[src/rtl/bch3121_dec.sv]
`timescale 1ns/1ps
module bch3121_dec (
  input  logic        clk,
  input  logic        rst_n,
  input  logic        start,
  input  logic        bit_valid,
  input  logic        bit_in,
  output logic        out_valid,
  output logic [20:0] out_data,
  output logic [1:0]  out_status
);
  localparam int NBITS = 31;
  localparam int KBITS = 21;
  localparam int PBITS = NBITS - KBITS;
  localparam logic [5:0] MASK1 = 6'h25;
  localparam logic [5:0] MASK3 = 6'h3D;

  typedef enum logic [2:0] {IDLE, COLL, SOLVE, SRCH, DONE} st_t;
  st_t state;

  logic [4:0] bcnt, m1, m3, sg1, sg2, t1, t2, k, s3, sig2_n, pos;
  logic [30:0] rx, errv, fixed;
  logic [1:0] nroot, st_n;
  logic zflag, root;

  function automatic logic [4:0] xa(input logic [4:0] a);
    return a[4] ? ({a[3:0], 1'b0} ^ 5'h05) : {a[3:0], 1'b0};
  endfunction

  function automatic logic [4:0] gmul(input logic [4:0] a, input logic [4:0] b);
    logic [4:0] p, aa;
    p = '0;
    aa = a;
    for (int i = 0; i < 5; i++) begin
      if (b[i]) p = p ^ aa;
      aa = xa(aa);
    end
    return p;
  endfunction

  function automatic logic [4:0] ginv(input logic [4:0] a);
    logic [4:0] p, sq;
    p = 5'd1;
    sq = a;
    for (int i = 1; i < 5; i++) begin
      sq = gmul(sq, sq);
      p = gmul(p, sq);
    end
    return p;
  endfunction

  function automatic logic [4:0] apow(input int n);
    logic [4:0] p;
    p = 5'd1;
    for (int i = 0; i < NBITS; i++)
      if (i < n) p = xa(p);
    return p;
  endfunction

  function automatic logic [4:0] divstep(input logic [4:0] r, input logic b, input logic [5:0] mask);
    logic [5:0] t;
    t = {r, b};
    return t[5] ? (t[4:0] ^ mask[4:0]) : t[4:0];
  endfunction

  always_comb begin
    s3 = '0;
    for (int i = 0; i < 5; i++)
      if (m3[i]) s3 = s3 ^ apow(3 * i);
    sig2_n = gmul(s3, ginv(m1)) ^ gmul(m1, m1);
  end

  assign root  = (5'd1 ^ t1 ^ t2) == 5'd0;
  assign pos   = (k == 5'd0) ? 5'd0 : 5'd31 - k;
  assign fixed = rx ^ errv;

  always_comb begin
    if (zflag)                                       st_n = 2'd0;
    else if (sg2 != 5'd0 && nroot == 2'd2)           st_n = 2'd2;
    else if (sg2 == 5'd0 && nroot == 2'd1)           st_n = 2'd1;
    else                                             st_n = 2'd3;
  end

  always_ff @(posedge clk or negedge rst_n) begin
    if (!rst_n) begin
      state <= IDLE;
      bcnt <= '0; m1 <= '0; m3 <= '0; rx <= '0; errv <= '0;
      sg1 <= '0; sg2 <= '0; t1 <= '0; t2 <= '0; k <= '0;
      nroot <= '0; zflag <= 1'b0;
      out_valid <= 1'b0; out_data <= '0; out_status <= '0;
    end else begin
      out_valid <= 1'b0;
      case (state)
        IDLE, COLL: begin
          if (bit_valid && start) begin
            m1 <= divstep(5'd0, bit_in, MASK1);
            m3 <= divstep(5'd0, bit_in, MASK3);
            rx <= {30'd0, bit_in};
            bcnt <= 5'd1;
            state <= COLL;
          end else if (bit_valid && state == COLL) begin
            m1 <= divstep(m1, bit_in, MASK1);
            m3 <= divstep(m3, bit_in, MASK3);
            rx <= {rx[29:0], bit_in};
            bcnt <= bcnt + 5'd1;
            if (bcnt == 5'(NBITS - 1)) state <= SOLVE;
          end
        end
        SOLVE: begin
          sg1 <= m1;
          sg2 <= sig2_n;
          t1 <= m1;
          t2 <= sig2_n;
          zflag <= (m1 == 5'd0) && (s3 == 5'd0);
          errv <= '0;
          nroot <= '0;
          k <= '0;
          state <= SRCH;
        end
        SRCH: begin
          if (root) begin
            errv[pos] <= 1'b1;
            nroot <= nroot + {1'b0, nroot != 2'd3};
          end
          t1 <= xa(t1);
          t2 <= xa(xa(t2));
          k <= k + 5'd1;
          if (k == 5'(NBITS - 1)) state <= DONE;
        end
        default: begin
          out_valid <= 1'b1;
          out_status <= st_n;
          out_data <= (st_n == 2'd3) ? rx[NBITS-1:PBITS] : fixed[NBITS-1:PBITS];
          state <= IDLE;
        end
      endcase
    end
  end

  a_r8_single_pulse: assert property (@(posedge clk) disable iff (!rst_n)
    out_valid |=> !out_valid);
  a_r2_clean_passthru: assert property (@(posedge clk) disable iff (!rst_n)
    out_valid && out_status == 2'd0 |-> out_data == rx[NBITS-1:PBITS] && errv == '0);
  a_r3_one_flip: assert property (@(posedge clk) disable iff (!rst_n)
    out_valid && out_status == 2'd1 |-> $countones(errv) == 1);
  a_r4_two_flips: assert property (@(posedge clk) disable iff (!rst_n)
    out_valid && out_status == 2'd2 |-> $countones(errv) == 2);
  a_r5_raw_data: assert property (@(posedge clk) disable iff (!rst_n)
    out_valid && out_status == 2'd3 |-> out_data == rx[NBITS-1:PBITS]);
  a_r7_busy_ignores: assert property (@(posedge clk) disable iff (!rst_n)
    state == SRCH && bit_valid && start |=> state == SRCH || state == DONE);
endmodule

[config.mk]
export PLATFORM = sky130hd
export DESIGN_NAME = bch3121_dec
export DESIGN_NICKNAME = d
export VERILOG_FILES = /design/src/rtl/bch3121_dec.sv
export SDC_FILE = /design/constraint.sdc
export NUM_CORES = 1
export LEC_CHECK = 0
export BUFFER_PORTS_ARGS = -buffer_cell sky130_fd_sc_hd__buf_2
export CORE_MARGIN = 10
export CORE_UTILIZATION = 59
export CTS_BUF_LIST = sky130_fd_sc_hd__clkbuf_4 sky130_fd_sc_hd__clkbuf_8
export DETAILED_ROUTE_END_ITERATION = 8
export PLACE_DENSITY = 0.79
export SYNTH_ARGS = -nofsm -noshare
export SYNTH_HDL_FRONTEND = slang
export SYNTH_SLANG_ARGS = --single-unit
export TNS_END_PERCENT = 30
[constraint.sdc]
create_clock -name clk -period 6 [get_ports clk]
set_input_delay 1.2 -clock clk [delete_from_list [all_inputs] [get_ports clk]]
set_output_delay 1.2 -clock clk [all_outputs]
set_load 0.05 [all_outputs]
==> results.md, run 1 <==
- Met1 routed wirelength after detailed routing: 8.83 mm
- Vias in the first global route: 6,549
- Worst path top cell family by delay: XOR/XNOR gates
- Clock-pin slew reported for the worst setup and hold paths after clock tree synthesis: 0.08 ns
- Area fraction in compound gates after synthesis: 21.0%
- Slew Limit Headroom: 43.9%
- Row cnt: 43
- HP Class: flip-flop to flip-flop
- Number of sinks on the clock net: 117
- Floorplan die area: 19,000 µm²
- Reg-to-reg critical path endpoint: t2[4]
- Arrival time of data at the critical path endpoint: 6.06 ns
- Portion of netlist area occupied by mux cells: 3.33%
- Root buffer cell: sky130_fd_sc_hd__clkbuf_8
- Synth cell types: 83
- Fraction of final layout cells with drive strength greater than 1: 17.9%
- Die Y: 138 µm
- Cells on Worst Hold Path: 2
- Count of TritonRoute iterations in the first routing pass: 5
- Largest net degree at the start of global routing: 66
- Max-cap violation count: 0
- Final number of max-transition violations: 0
- Placement Cell Area: 8620 µm²
- Origin of the critical flop-to-flop path: m1[0]
- Detailed-route via count: 7,020
- Power density over cell area: 385 nW/µm²
- Final clock skew: 0.0129 ns
- Launch point of the worst hold path: sg2[0]
- Crit path launch type: flip-flop
- Simple-Gate Fraction of Synth Area: 17.4%
- Clk_lat worst skew: 0.44 ns
- Critical path, cell by cell: ha_4 -> xor2_2 -> and2_2 -> xnor3_1 -> inv_2 -> ha_4 -> xor3_1 -> and3_4 -> or2_1 -> buf_4 -> nor2_1 -> xnor2_2 -> xor3_2 -> or2_1 -> o22ai_1 -> a22oi_1 -> o211ai_2 -> xor2_4 -> buf_4 -> o311a_1 -> xnor2_1 -> o22ai_1
- DRT Wirelength: 19.7 mm
- Die W: 138 µm
- Final-report hold violation count: 0
- GRT Util Overall: 21.0%
- Crit path from: m1[0]
- Clock tree from TritonCTS: yes
- Cell with the biggest individual delay on the critical path: sky130_fd_sc_hd__xor3_2
- Required time worst endpoint: 6.30 ns
- Fillers: 1,120
- Register-to-register setup slack: 0.24 ns
- XOR/XNOR Fraction of Synth Area: 16.4%
- Final-layout setup total negative slack: 0 ns
- Syn_nets: 942
- Count of routing violations after the opening detailed-route iteration: 590
- Actual slew at the worst max-slew pin: 0.841 ns
- Number of remaining DRC errors: 0
- Highest metal used: met4
- Commonest non-fill, non-tap cell in the layout: sky130_fd_sc_hd__dfrtp_1
- Global-route wire length before repair: 32.4 mm
- WL met3: 973 µm
- Yosys warns: 0
- Peak clock frequency supported by timing: 174 MHz
- Area of the placeable core: 13,700 µm²
- Area Growth Syn to Fin: 12.9%
- VDD IR max: 0.000260 V
- Total Power Consumption: 3.56 mW
- Detail Placement HPWL: 13.4 mm
- Mean routed wirelength per cell: 17.1 µm
- Number of buffers on the longest clock path: 2
- Crit path largest cell delay: 0.52 ns
- Antenna diodes: 0
- Cell count after synthesis: 924
- Post-synth design cell area: 8190 µm²
- Number of antenna violations at the first check in global routing: 0
- Aggregate global routing overflow: 0
- Peak fanout along the critical path: 11
- Destination of the worst hold path: sg2[0]
- Gpl congestion: 0.955
- Final worst-path cycle share: 96.0%
- Effective utilization at floorplan: 59.7%
- Post-layout net count: 979
- Number of buffers created by CTS: 17
- Finished layout cell area: 9250 µm²
- Total of flip-flops plus latches after synthesis: 117
- Type of element capturing the critical path: flip-flop
- Clock period minus worst slack: 5.76 ns
- Async SR Flop Fraction: 100%
- R2r worst-path depth: 22
- Number of enable flip-flop cells after synthesis: 0
- Number of levels the H-tree was split into: 4
- Leakage: 4.16 nW
- Result of the run: complete, no violations
- Per-cell via count in the routed design: 6.08
- Prevailing post-synth register cell: sky130_fd_sc_hd__dfrtp_1
- Bufs and invs on worst path: 3
- IO Count: 29
- Setup violations, final: 0
- Synth Area per Inst: 8.87 µm²
- WS Path Type: flip-flop to flip-flop
- Adder and majority cell fraction of the synthesized area: 1.99%
- Most used cells in the layout excluding fill and tap cells: sky130_fd_sc_hd__dfrtp_1, sky130_fd_sc_hd__nor2_1, sky130_fd_sc_hd__nand2_1
- Final ANT Viol Nets: 0
- Quantity of I/O buffers inserted on ports: 28
- Met2 Routed Length: 9.50 mm
- Register area share after synthesis: 35.7%
- Combinational family with the most area after synthesis: compound AO/OA/AOI/OAI gates
==> registers in the layout (all words and copies together) (netlist names) <==
register,cells
rx,31
errv,21
out_data,21
bcnt,5
k,5
m1,5
m3,5
sg2,5
t1,5
t2,5
state,3
nroot,2
out_status,2
out_valid,1
zflag,1
==> worst max-delay path by stage <==
stage,cells after the start,endpoint,slack [ns]
after floorplan,23,t2[3],0.30
after CTS,23,t2[1],0.01
final,22,t2[4],0.24
after detailed placement,23,t2[3],-0.12
after global routing,24,t2[4],-0.05
after global placement,23,t2[3],0.15
==> power breakdown <==
group          total [mW]  switching, mW  internal [mW]
sequential          0.816         0.0162          0.799
clock               0.717          0.342          0.376
combinational        2.03           1.05          0.985
==> timing repair <==
| item | 4_1_cts | 5_1_grt |
|---|---|---|
| gates cloned | 0 | 1 |
| hold endpoints to repair | 0 | 0 |
| buffers inserted | 4 | 10 |
| gates resized for setup | 3 | 21 |
| endpoints found under the setup margin | 6 | 10 |
| pin swaps | 2 | 20 |
| hold buffers | 0 | 0 |
==> metal layers <==
metal  vias to the layer above  GRT usage, %
li1                       3365             -
met1                      3403          28.2
met2                       211          33.5
met3                        41          3.54
met4                         0          7.07
met5                         -             0
==> final cells by class <==
type	instances	area (µm²)	share of cell area, %
clock buffers	18	241	2.61
clock inverters	14	153	1.65
inverters	14	52.6	0.568
multi-input cells	724	5040	54.5
flip-flops and latches	117	2930	31.7
well taps	180	225	2.43
repair buffers	87	607	6.56
==> metrics by stage <==
step / hold WS [ns] / cells / util (%) / worst slack [ns]
final: 0.484 / 1154 / 67.4 / 0.239
after global routing: 0.512 / 1154 / 67.4 / -0.0503
after CTS: 0.491 / 1143 / 66.0 / 0.0121
after detailed placement: 0.474 / 1107 / 62.8 / -0.121
after global placement: 0.464 / 1107 / 62.8 / 0.152
after floorplan: 0.443 / 924 / - / 0.298
==> Yosys cell counts, types with 7 or more instances <==
cell type / number / share of area (%)
sky130_fd_sc_hd__nand3_1: 24 / 1.5
sky130_fd_sc_hd__a21oi_1: 80 / 4.9
sky130_fd_sc_hd__dfrtp_1: 117 / 36
sky130_fd_sc_hd__xnor2_1: 57 / 6.1
sky130_fd_sc_hd__nand2_1: 92 / 4.2
sky130_fd_sc_hd__mux2_2: 7 / 0.96
sky130_fd_sc_hd__mux2i_1: 18 / 2.2
sky130_fd_sc_hd__buf_2: 12 / 0.73
sky130_fd_sc_hd__o22ai_1: 12 / 0.92
sky130_fd_sc_hd__a211oi_1: 8 / 0.73
sky130_fd_sc_hd__a22o_1: 41 / 4.4
sky130_fd_sc_hd__o21ai_0: 33 / 2.0
sky130_fd_sc_hd__clkbuf_1: 49 / 2.2
sky130_fd_sc_hd__nor3_1: 20 / 1.2
sky130_fd_sc_hd__xnor3_1: 7 / 1.9
sky130_fd_sc_hd__and3_1: 7 / 0.53
sky130_fd_sc_hd__inv_1: 12 / 0.55
sky130_fd_sc_hd__xor2_1: 40 / 4.3
sky130_fd_sc_hd__ha_1: 13 / 2.0
sky130_fd_sc_hd__nor2_1: 106 / 4.9
sky130_fd_sc_hd__nand2b_1: 7 / 0.53
sky130_fd_sc_hd__xnor2_2: 9 / 1.8
sky130_fd_sc_hd__nor2b_1: 12 / 0.92
==> logic make-up (layout without fill, tap and decap cells) <==
| family | Yosys count | count (layout) |
|---|---|---|
| multiplexers | 26 | 26 |
| XOR/XNOR | 122 | 122 |
| buffers and inverters | 83 | 133 |
| AND/OR/NAND/NOR | 310 | 310 |
| adder cells (fa/ha/maj) | 13 | 13 |
| AO/OA/AOI/OAI | 253 | 253 |
| flip-flops | 117 | 117 |
==> worst min-delay path: cells and delay by family (launching register included) <==
kind	cells	cell delay, ns
DFF	1	0.34
and+or+nand+nor	1	0.05
AOI/OAI and AO/OA	1	0.06
(Power assumes the default switching activity.)
==> run 2: changes to the inputs <==
- RECOVER_POWER: default -> 100
==> run 2 against run 1 <==
Compared with the run above: the run now ends with capacitance limit, slew limit left; largest cell class unchanged; non-clock buffer count unchanged; global-route usage did not move; routed wire length rose by 0.29%; cell area fell by 0.58%; register-to-register slack got worse by 0.02 ns; total power about the same; fmax fell by 0.34%.
==> results.md, run 2 (synthesis results as in run 1) <==
- Floorplan die area: 19,000 µm² (unchanged)
- Origin of the critical flop-to-flop path: m1[0]
- Final ANT Viol Nets: 0 (unchanged)
- Internal Dissipation: 2.16 mW (about the same)
- Finished layout cell area: 9200 µm² (-0.58%)
- Clock-pin slew reported for the worst setup and hold paths after clock tree synthesis: 0.08 ns (about the same)
- Most used cells in the layout excluding fill and tap cells: sky130_fd_sc_hd__dfrtp_1, sky130_fd_sc_hd__nor2_1, sky130_fd_sc_hd__nand2_1
- Crit path largest cell delay: 0.52 ns (about the same)
- Post-Route Utilization: 67.0% (-0.39 points)
- Gpl congestion: 0.955 (unchanged)
- Final worst-path cycle share: 96.3% (+0.33 points)
- Detail Placement HPWL: 13.4 mm (unchanged)
- Number of buffers on the longest clock path: 2 (unchanged)
- Clock period minus worst slack: 5.78 ns (+0.0198 ns)
- Switching Fraction: 39.4% (about the same)
- Power share of the sequential group: 22.9% (about the same)
- Area Growth Syn to Fin: 12.3%
- Number of levels the H-tree was split into: 4 (unchanged)
- Effective utilization at floorplan: 59.7% (unchanged)
- Violations in the final reports: capacitance limit, slew limit
- Fraction of final layout cells with drive strength greater than 1: 14.8% (-3.1 points)
- Clock tree from TritonCTS: yes
- Launch point of the worst hold path: sg2[0]
- Root buffer cell: sky130_fd_sc_hd__clkbuf_8
- Global-route wire length before repair: 32.4 mm (unchanged)
- Number of hold buffers added after cts: 0 (unchanged)
- Mean routed wirelength per cell: 17.1 µm (+0.29%)
- Biggest registers after layout: rx x31, errv x21, out_data x21
- Power density over cell area: 387 nW/µm² (+0.50%)
- Result of the run: complete, but fails checks
- Type of element capturing the critical path: flip-flop
- DRT Wirelength: 19.8 mm (+0.29%)
- Peak clock frequency supported by timing: 173 MHz (-0.34%)
- Clock share of power: 20.1% (about the same)
- Die W: 138 µm (unchanged)
- Clk_lat worst skew: 0.43 ns (about the same)
- Met2 Routed Length: 9.41 mm (-0.87%)
- Critical path, cell by cell: ha_4 -> xor2_2 -> and2_2 -> xnor3_1 -> inv_2 -> ha_4 -> buf_6 -> o211ai_1 -> a31oi_1 -> a2111oi_2 -> nor2_1 -> o32ai_2 -> xnor2_2 -> xor3_2 -> or2_0 -> o22ai_1 -> a22oi_1 -> o211ai_2 -> xor2_4 -> buf_4 -> o311a_1 -> xnor2_1 -> o22ai_1
- WS Path Type: flip-flop to flip-flop
- Most flop-heavy register: rx
- Arrival time of data at the critical path endpoint: 6.08 ns (+0.02 ns)
- Die Y: 138 µm (unchanged)
- Number of antenna violations at the first check in global routing: 0 (unchanged)
- Number of flip-flops in the largest register: 31 (unchanged)
- Net switching power: 1.40 mW (-0.12%)
- Antenna diodes: 0 (unchanged)
- Leakage: 4.03 nW (-3.1%)
- Aggregate global routing overflow: 0 (unchanged)
- Vias in the first global route: 6,549 (unchanged)
- Crit path from: m1[0]
- Cell with the biggest individual delay on the critical path: sky130_fd_sc_hd__xor3_2
- Peak fanout along the critical path: 11 (unchanged)
- Number of sinks on the clock net: 117 (unchanged)
- Count of routing violations after the opening detailed-route iteration: 702 (+19%)
- Row cnt: 43 (unchanged)
- Quantity of I/O buffers inserted on ports: 28 (unchanged)
- Number of remaining DRC errors: 0 (unchanged)
- GRT Util Overall: 21.0% (unchanged)
- Placement Cell Area: 8620 µm² (unchanged)
- Met1 routed wirelength after detailed routing: 8.78 mm (-0.65%)
- WL met3: 1.11 mm (+14%)
- Highest metal used: met4
- Final number of max-transition violations: 119 (+119)
- HP Class: flip-flop to flip-flop
- Number of buffers created by CTS: 17 (unchanged)
- Area of the placeable core: 13,700 µm² (unchanged)
- Final clock skew: 0.0118 ns (-0.00108 ns)
- Actual slew at the worst max-slew pin: 3.42 ns (+2.58 ns)
- Per-cell via count in the routed design: 6.13 (+0.74%)
- Setup violations, final: 0 (unchanged)
- Count of TritonRoute iterations in the first routing pass: 6 (+1)
- Max-cap violation count: 2 (+2)
- Required time worst endpoint: 6.30 ns (about the same)
- VDD IR max: 0.000260 V (about the same)
- Slew Limit Headroom: -128% (-170 points)
- Proportion of power drawn by combinational gates: 57.0% (about the same)
- Commonest non-fill, non-tap cell in the layout: sky130_fd_sc_hd__dfrtp_1
- Final-report hold violation count: 0 (unchanged)
- Crit path launch type: flip-flop
- Post-layout net count: 979 (unchanged)
- IO Count: 29 (unchanged)
- Largest net degree at the start of global routing: 66 (unchanged)
- Detailed-route via count: 7,072 (+0.74%)
## run 2: worst paths after layout
check                         end  slack [ns]  depth (start not counted)
setup / recovery            t2[4]        0.22                         23
hold / removal             sg2[0]        0.48                          2
setup reg to reg            t2[4]        0.22                         23
hold reg to reg            sg2[0]        0.48                          2
max in group asynchronous   t2[2]        1.47                          2
min in group asynchronous  rx[19]        1.91                          1
## run 2: area by class of cell
type	instances	area (µm²)
Multi-Input combinational cell	724	5040
Fill cell	1143	4520
Sequential cell	117	2930
Timing Repair Buffer	87	556
Clock buffer	18	241
Tap cell	180	225
Clock inverter	14	153
Inverter	14	52.6
## run 2: per-stage QoR
step | setup TNS [ns] | cells | setup WS [ns] | total power [mW] | hold slack, ns
floorplan | 0 | 924 | 0.298 | 2.11 | 0.443
global placement | 0 | 1107 | 0.152 | 2.44 | 0.464
detailed placement | -0.426 | 1107 | -0.121 | 2.47 | 0.474
CTS | 0 | 1143 | 0.0121 | 3.32 | 0.491
global route | -0.101 | 1154 | -0.0504 | 3.76 | 0.512
finish | 0 | 1154 | 0.219 | 3.56 | 0.484
## run 2: worst max-delay path: cells and delay by family, from the launching register on
kind / cells / cell delay (ns)
AOI/OAI and AO/OA: 9 / 1.93
xor gates and xnor gates: 6 / 1.70
adders and majority gates: 2 / 0.51
buffers and inverters: 3 / 0.40
DFF: 1 / 0.47
and+or+nand+nor: 3 / 0.62
## run 2: what timing repair did
action	4_1_cts	5_1_grt
setup endpoints to repair	6	10
pin swaps	2	20
resized for setup	3	21
buffers inserted	4	10
cloned	0	1
## run 2: routing by layer
layer,vias to the layer above,global-route usage (%)
met3,51,3.54
li1,3371,-
met4,0,7.07
met2,245,33.5
met5,-,0
met1,3405,28.2
## run 2: power groups by stage
stage	sequential (mW)	clock (mW)	combinational [mW]
finish	0.816	0.716	2.03
CTS	0.815	0.728	1.78
global placement	0.829	0	1.61
global route	0.818	0.765	2.18
detailed placement	0.830	0	1.64
floorplan	0.822	0	1.29
==> run 3: changes to the inputs <==
- CORE_UTILIZATION: 59 -> 65
- PLACE_DENSITY: 0.79 -> 0.83
- clock period: 6 -> 7.4 ns (I/O delays scaled with it)
==> run 3 against run 2 <==
Compared with the run above: the run still ends with capacitance limit, slew limit left; first-iteration DRC count down 14%; register-to-register slack improved by 0.26 ns; setup slack improved by 0.26 ns; sequential power shrank 19%; sequential cell count is the same; via count shrank 0.69%; global-route usage is 0.89 points higher; total power fell by 29%; cell area fell by 4.8%; hold slack worse by 0.0019 ns; fmax shrank 17%; highest routed layer unchanged.
==> results.md, run 3 (synthesis results as in run 1) <==
- Number of buffers created by CTS: 17 (unchanged)
- Number of sinks on the clock net: 117 (unchanged)
- Area of the placeable core: 12,200 µm² (-11%)
- Total Power Consumption: 2.55 mW (-29%)
- Power density over cell area: 291 nW/µm² (-25%)
- Non-filler cells, final: 1,098 (-4.9%)
- Clock period minus worst slack: 6.92 ns (+1.14 ns)
- Net switching power: 1.02 mW (-27%)
- Clock share of power: 24.2% (+4.1 points)
- Most flop-heavy register: rx
- Die Y: 132 µm (-4.0%)
- R2r worst-path depth: 22 (-4.3%)
- Violations in the final reports: capacitance limit, slew limit
- Count of TritonRoute iterations in the first routing pass: 6 (unchanged)
- Floorplan die area: 17,500 µm² (-7.9%)
- DRT Wirelength: 19.4 mm (-1.9%)
- Number of antenna violations at the first check in global routing: 0 (unchanged)
- Post-CTS Resized: 0 (-3)
- Type of element capturing the critical path: flip-flop
- Detailed-route via count: 7,023 (-0.69%)
- Clk_lat worst skew: 0.44 ns (about the same)
- Clock tree from TritonCTS: yes
- Final clock skew: 0.0128 ns (+0.000991 ns)
- Final number of max-transition violations: 224 (+88%)
- Final hold slack: 0.482 ns (-0.00191 ns)
- HP Class: flip-flop to flip-flop
- VDD IR max: 0.000170 V (-35%)
- Biggest registers after layout: rx x31, errv x21, out_data x21
- Finished layout cell area: 8760 µm² (-4.8%)
- Global-route wire length before repair: 32.6 mm (+0.36%)
- Worst setup slack before clock tree synthesis: 0.639 ns (+0.759 ns)
- Post-Route Utilization: 72.0% (+4.9 points)
- Setup violations, final: 0 (unchanged)
- Number of buffers on the longest clock path: 2 (unchanged)
- Count of routing violations after the opening detailed-route iteration: 601 (-14%)
- Commonest non-fill, non-tap cell in the layout: sky130_fd_sc_hd__dfrtp_1
- Fillers: 917 (-20%)
- Arrival time of data at the critical path endpoint: 7.21 ns (+1.13 ns)
- Fraction of final layout cells with drive strength greater than 1: 8.92% (-5.9 points)
- Antenna diodes: 0 (unchanged)
- Total instance count after detailed placement: 1,066 (-3.7%)
- Most used cells in the layout excluding fill and tap cells: sky130_fd_sc_hd__dfrtp_1, sky130_fd_sc_hd__nor2_1, sky130_fd_sc_hd__nand2_1
- Launch point of the worst hold path: sg2[2]
- Effective utilization at floorplan: 67.4% (+7.6 points)
- Die W: 132 µm (-4.0%)
- Slew Limit Headroom: -44.0% (+84 points)
- Per-cell via count in the routed design: 6.40 (+4.4%)
- Final ANT Viol Nets: 0 (unchanged)
- Destination of the worst hold path: sg2[2]
- Row cnt: 40 (-7.0%)
- Final worst-path cycle share: 93.6% (-2.8 points)
- RSZ-0062 raised after global routing: no
- Internal Dissipation: 1.53 mW (-29%)
- Cells on Worst Hold Path: 2 (unchanged)
- Final-report hold violation count: 0 (unchanged)
- Actual slew at the worst max-slew pin: 2.16 ns (-1.26 ns)
- Mean routed wirelength per cell: 17.7 µm (+3.1%)
- Leakage: 3.80 nW (-5.8%)
- Number of remaining DRC errors: 0 (unchanged)
- Power share of the sequential group: 26.1% (+3.2 points)
- Result of the run: complete, but fails checks
- Post-layout net count: 935 (-4.5%)
- WS Path Type: flip-flop to flip-flop
- Vias in the first global route: 6,768 (+3.3%)
- Proportion of power drawn by combinational gates: 49.7% (-7.3 points)
- Register-to-register setup slack: 0.48 ns (+0.26 ns)
- Largest net degree at the start of global routing: 76 (+15%)
- Required time worst endpoint: 7.69 ns (+1.39 ns)
- Number of flip-flops in the largest register: 31 (unchanged)
- Aggregate global routing overflow: 0 (unchanged)
- Peak clock frequency supported by timing: 144 MHz (-17%)
- Gpl congestion: 1.02 (+6.9%)
- Max-cap violation count: 5 (+3)
- Root buffer cell: sky130_fd_sc_hd__clkbuf_8
- Switching Fraction: 40.0% (+0.61 points)
- IO Count: 29 (unchanged)
- Detail Placement HPWL: 13.1 mm (-1.6%)
- Area Growth Syn to Fin: 6.87%
- Crit path launch type: flip-flop
- Setup repair bufs after CTS: 0 (-4)
- GRT Util Overall: 21.9% (+0.89 points)
- Placement Cell Area: 8380 µm² (-2.7%)
- Final-layout setup total negative slack: 0 ns (unchanged)
- Peak fanout along the critical path: 13 (+2)
- Setup slack after layout: 0.477 ns (+0.257 ns)
- Reg-to-reg critical path endpoint: t2[3]
- Quantity of I/O buffers inserted on ports: 28 (unchanged)
- Number of levels the H-tree was split into: 4 (unchanged)
- Origin of the critical flop-to-flop path: m1[0]
- Number of hold buffers added after cts: 0 (unchanged)
- Clock-pin slew reported for the worst setup and hold paths after clock tree synthesis: 0.07 ns (about the same)
==> run 3: worst max-delay path: stages, from the launching register on <==
cell	delay, ns
sky130_fd_sc_hd__dfrtp_1	0.54
sky130_fd_sc_hd__ha_1	0.68
sky130_fd_sc_hd__xor2_2	0.31
sky130_fd_sc_hd__and2_2	0.23
sky130_fd_sc_hd__xnor3_1	0.44
sky130_fd_sc_hd__ha_1	0.34
sky130_fd_sc_hd__inv_1	0.20
sky130_fd_sc_hd__xnor2_1	0.12
sky130_fd_sc_hd__mux2i_2	0.20
sky130_fd_sc_hd__xor2_2	0.42
sky130_fd_sc_hd__inv_2	0.18
sky130_fd_sc_hd__o31ai_1	0.13
sky130_fd_sc_hd__xnor3_1	0.53
sky130_fd_sc_hd__xor2_4	0.30
sky130_fd_sc_hd__nand2_1	0.11
sky130_fd_sc_hd__xnor2_1	0.18
sky130_fd_sc_hd__o22ai_1	0.15
sky130_fd_sc_hd__xnor2_2	0.42
sky130_fd_sc_hd__mux2_2	0.39
sky130_fd_sc_hd__o21ai_1	0.16
sky130_fd_sc_hd__xnor3_1	0.34
sky130_fd_sc_hd__xnor2_1	0.26
sky130_fd_sc_hd__o221ai_1	0.16
==> run 3: worst max path at each step <==
stage / endpoint / depth (start not counted) / slack (ns) / start
2_1_floorplan: t2[3] / 23 / 1.70 / m1[3]
3_3_place_gp: t2[3] / 20 / 0.97 / m1[0]
3_5_place_dp: t2[3] / 22 / 0.64 / m1[0]
4_1_cts: t2[3] / 22 / 0.59 / m1[0]
5_1_grt: sg2[4] / 22 / 0.06 / m1[0]
6_report: t2[3] / 22 / 0.48 / m1[0]
==> run 3: layer usage <==
layer	track usage [%]	vias to the layer above	wire (µm)
met5	0	-	0
met4	11.1	0	679
met3	3.85	60	1020
met2	36.1	283	9580
met1	26.8	3399	8140
li1	-	3281	-
==> run 3: power by group through the flow <==
stage          combinational (mW)  sequential [mW]  clock, mW
2_1_floorplan                1.05            0.666          0
3_3_place_gp                 1.20            0.675          0
3_5_place_dp                 1.25            0.676          0
4_1_cts                      1.26            0.664      0.623
5_1_grt                      1.37            0.666      0.653
6_report                     1.27            0.664      0.615
==> run 3: area by class of cell <==
class                           instances  area [µm²]  area share [%]
Clock buffer                           20         275            3.14
Sequential cell                       117        2930            33.5
Multi-Input combinational cell        724        4930            56.3
Timing Repair Buffer                   43         208            2.37
Tap cell                              168         210            2.40
Clock inverter                         12         153            1.74
Inverter                               14        52.6           0.600
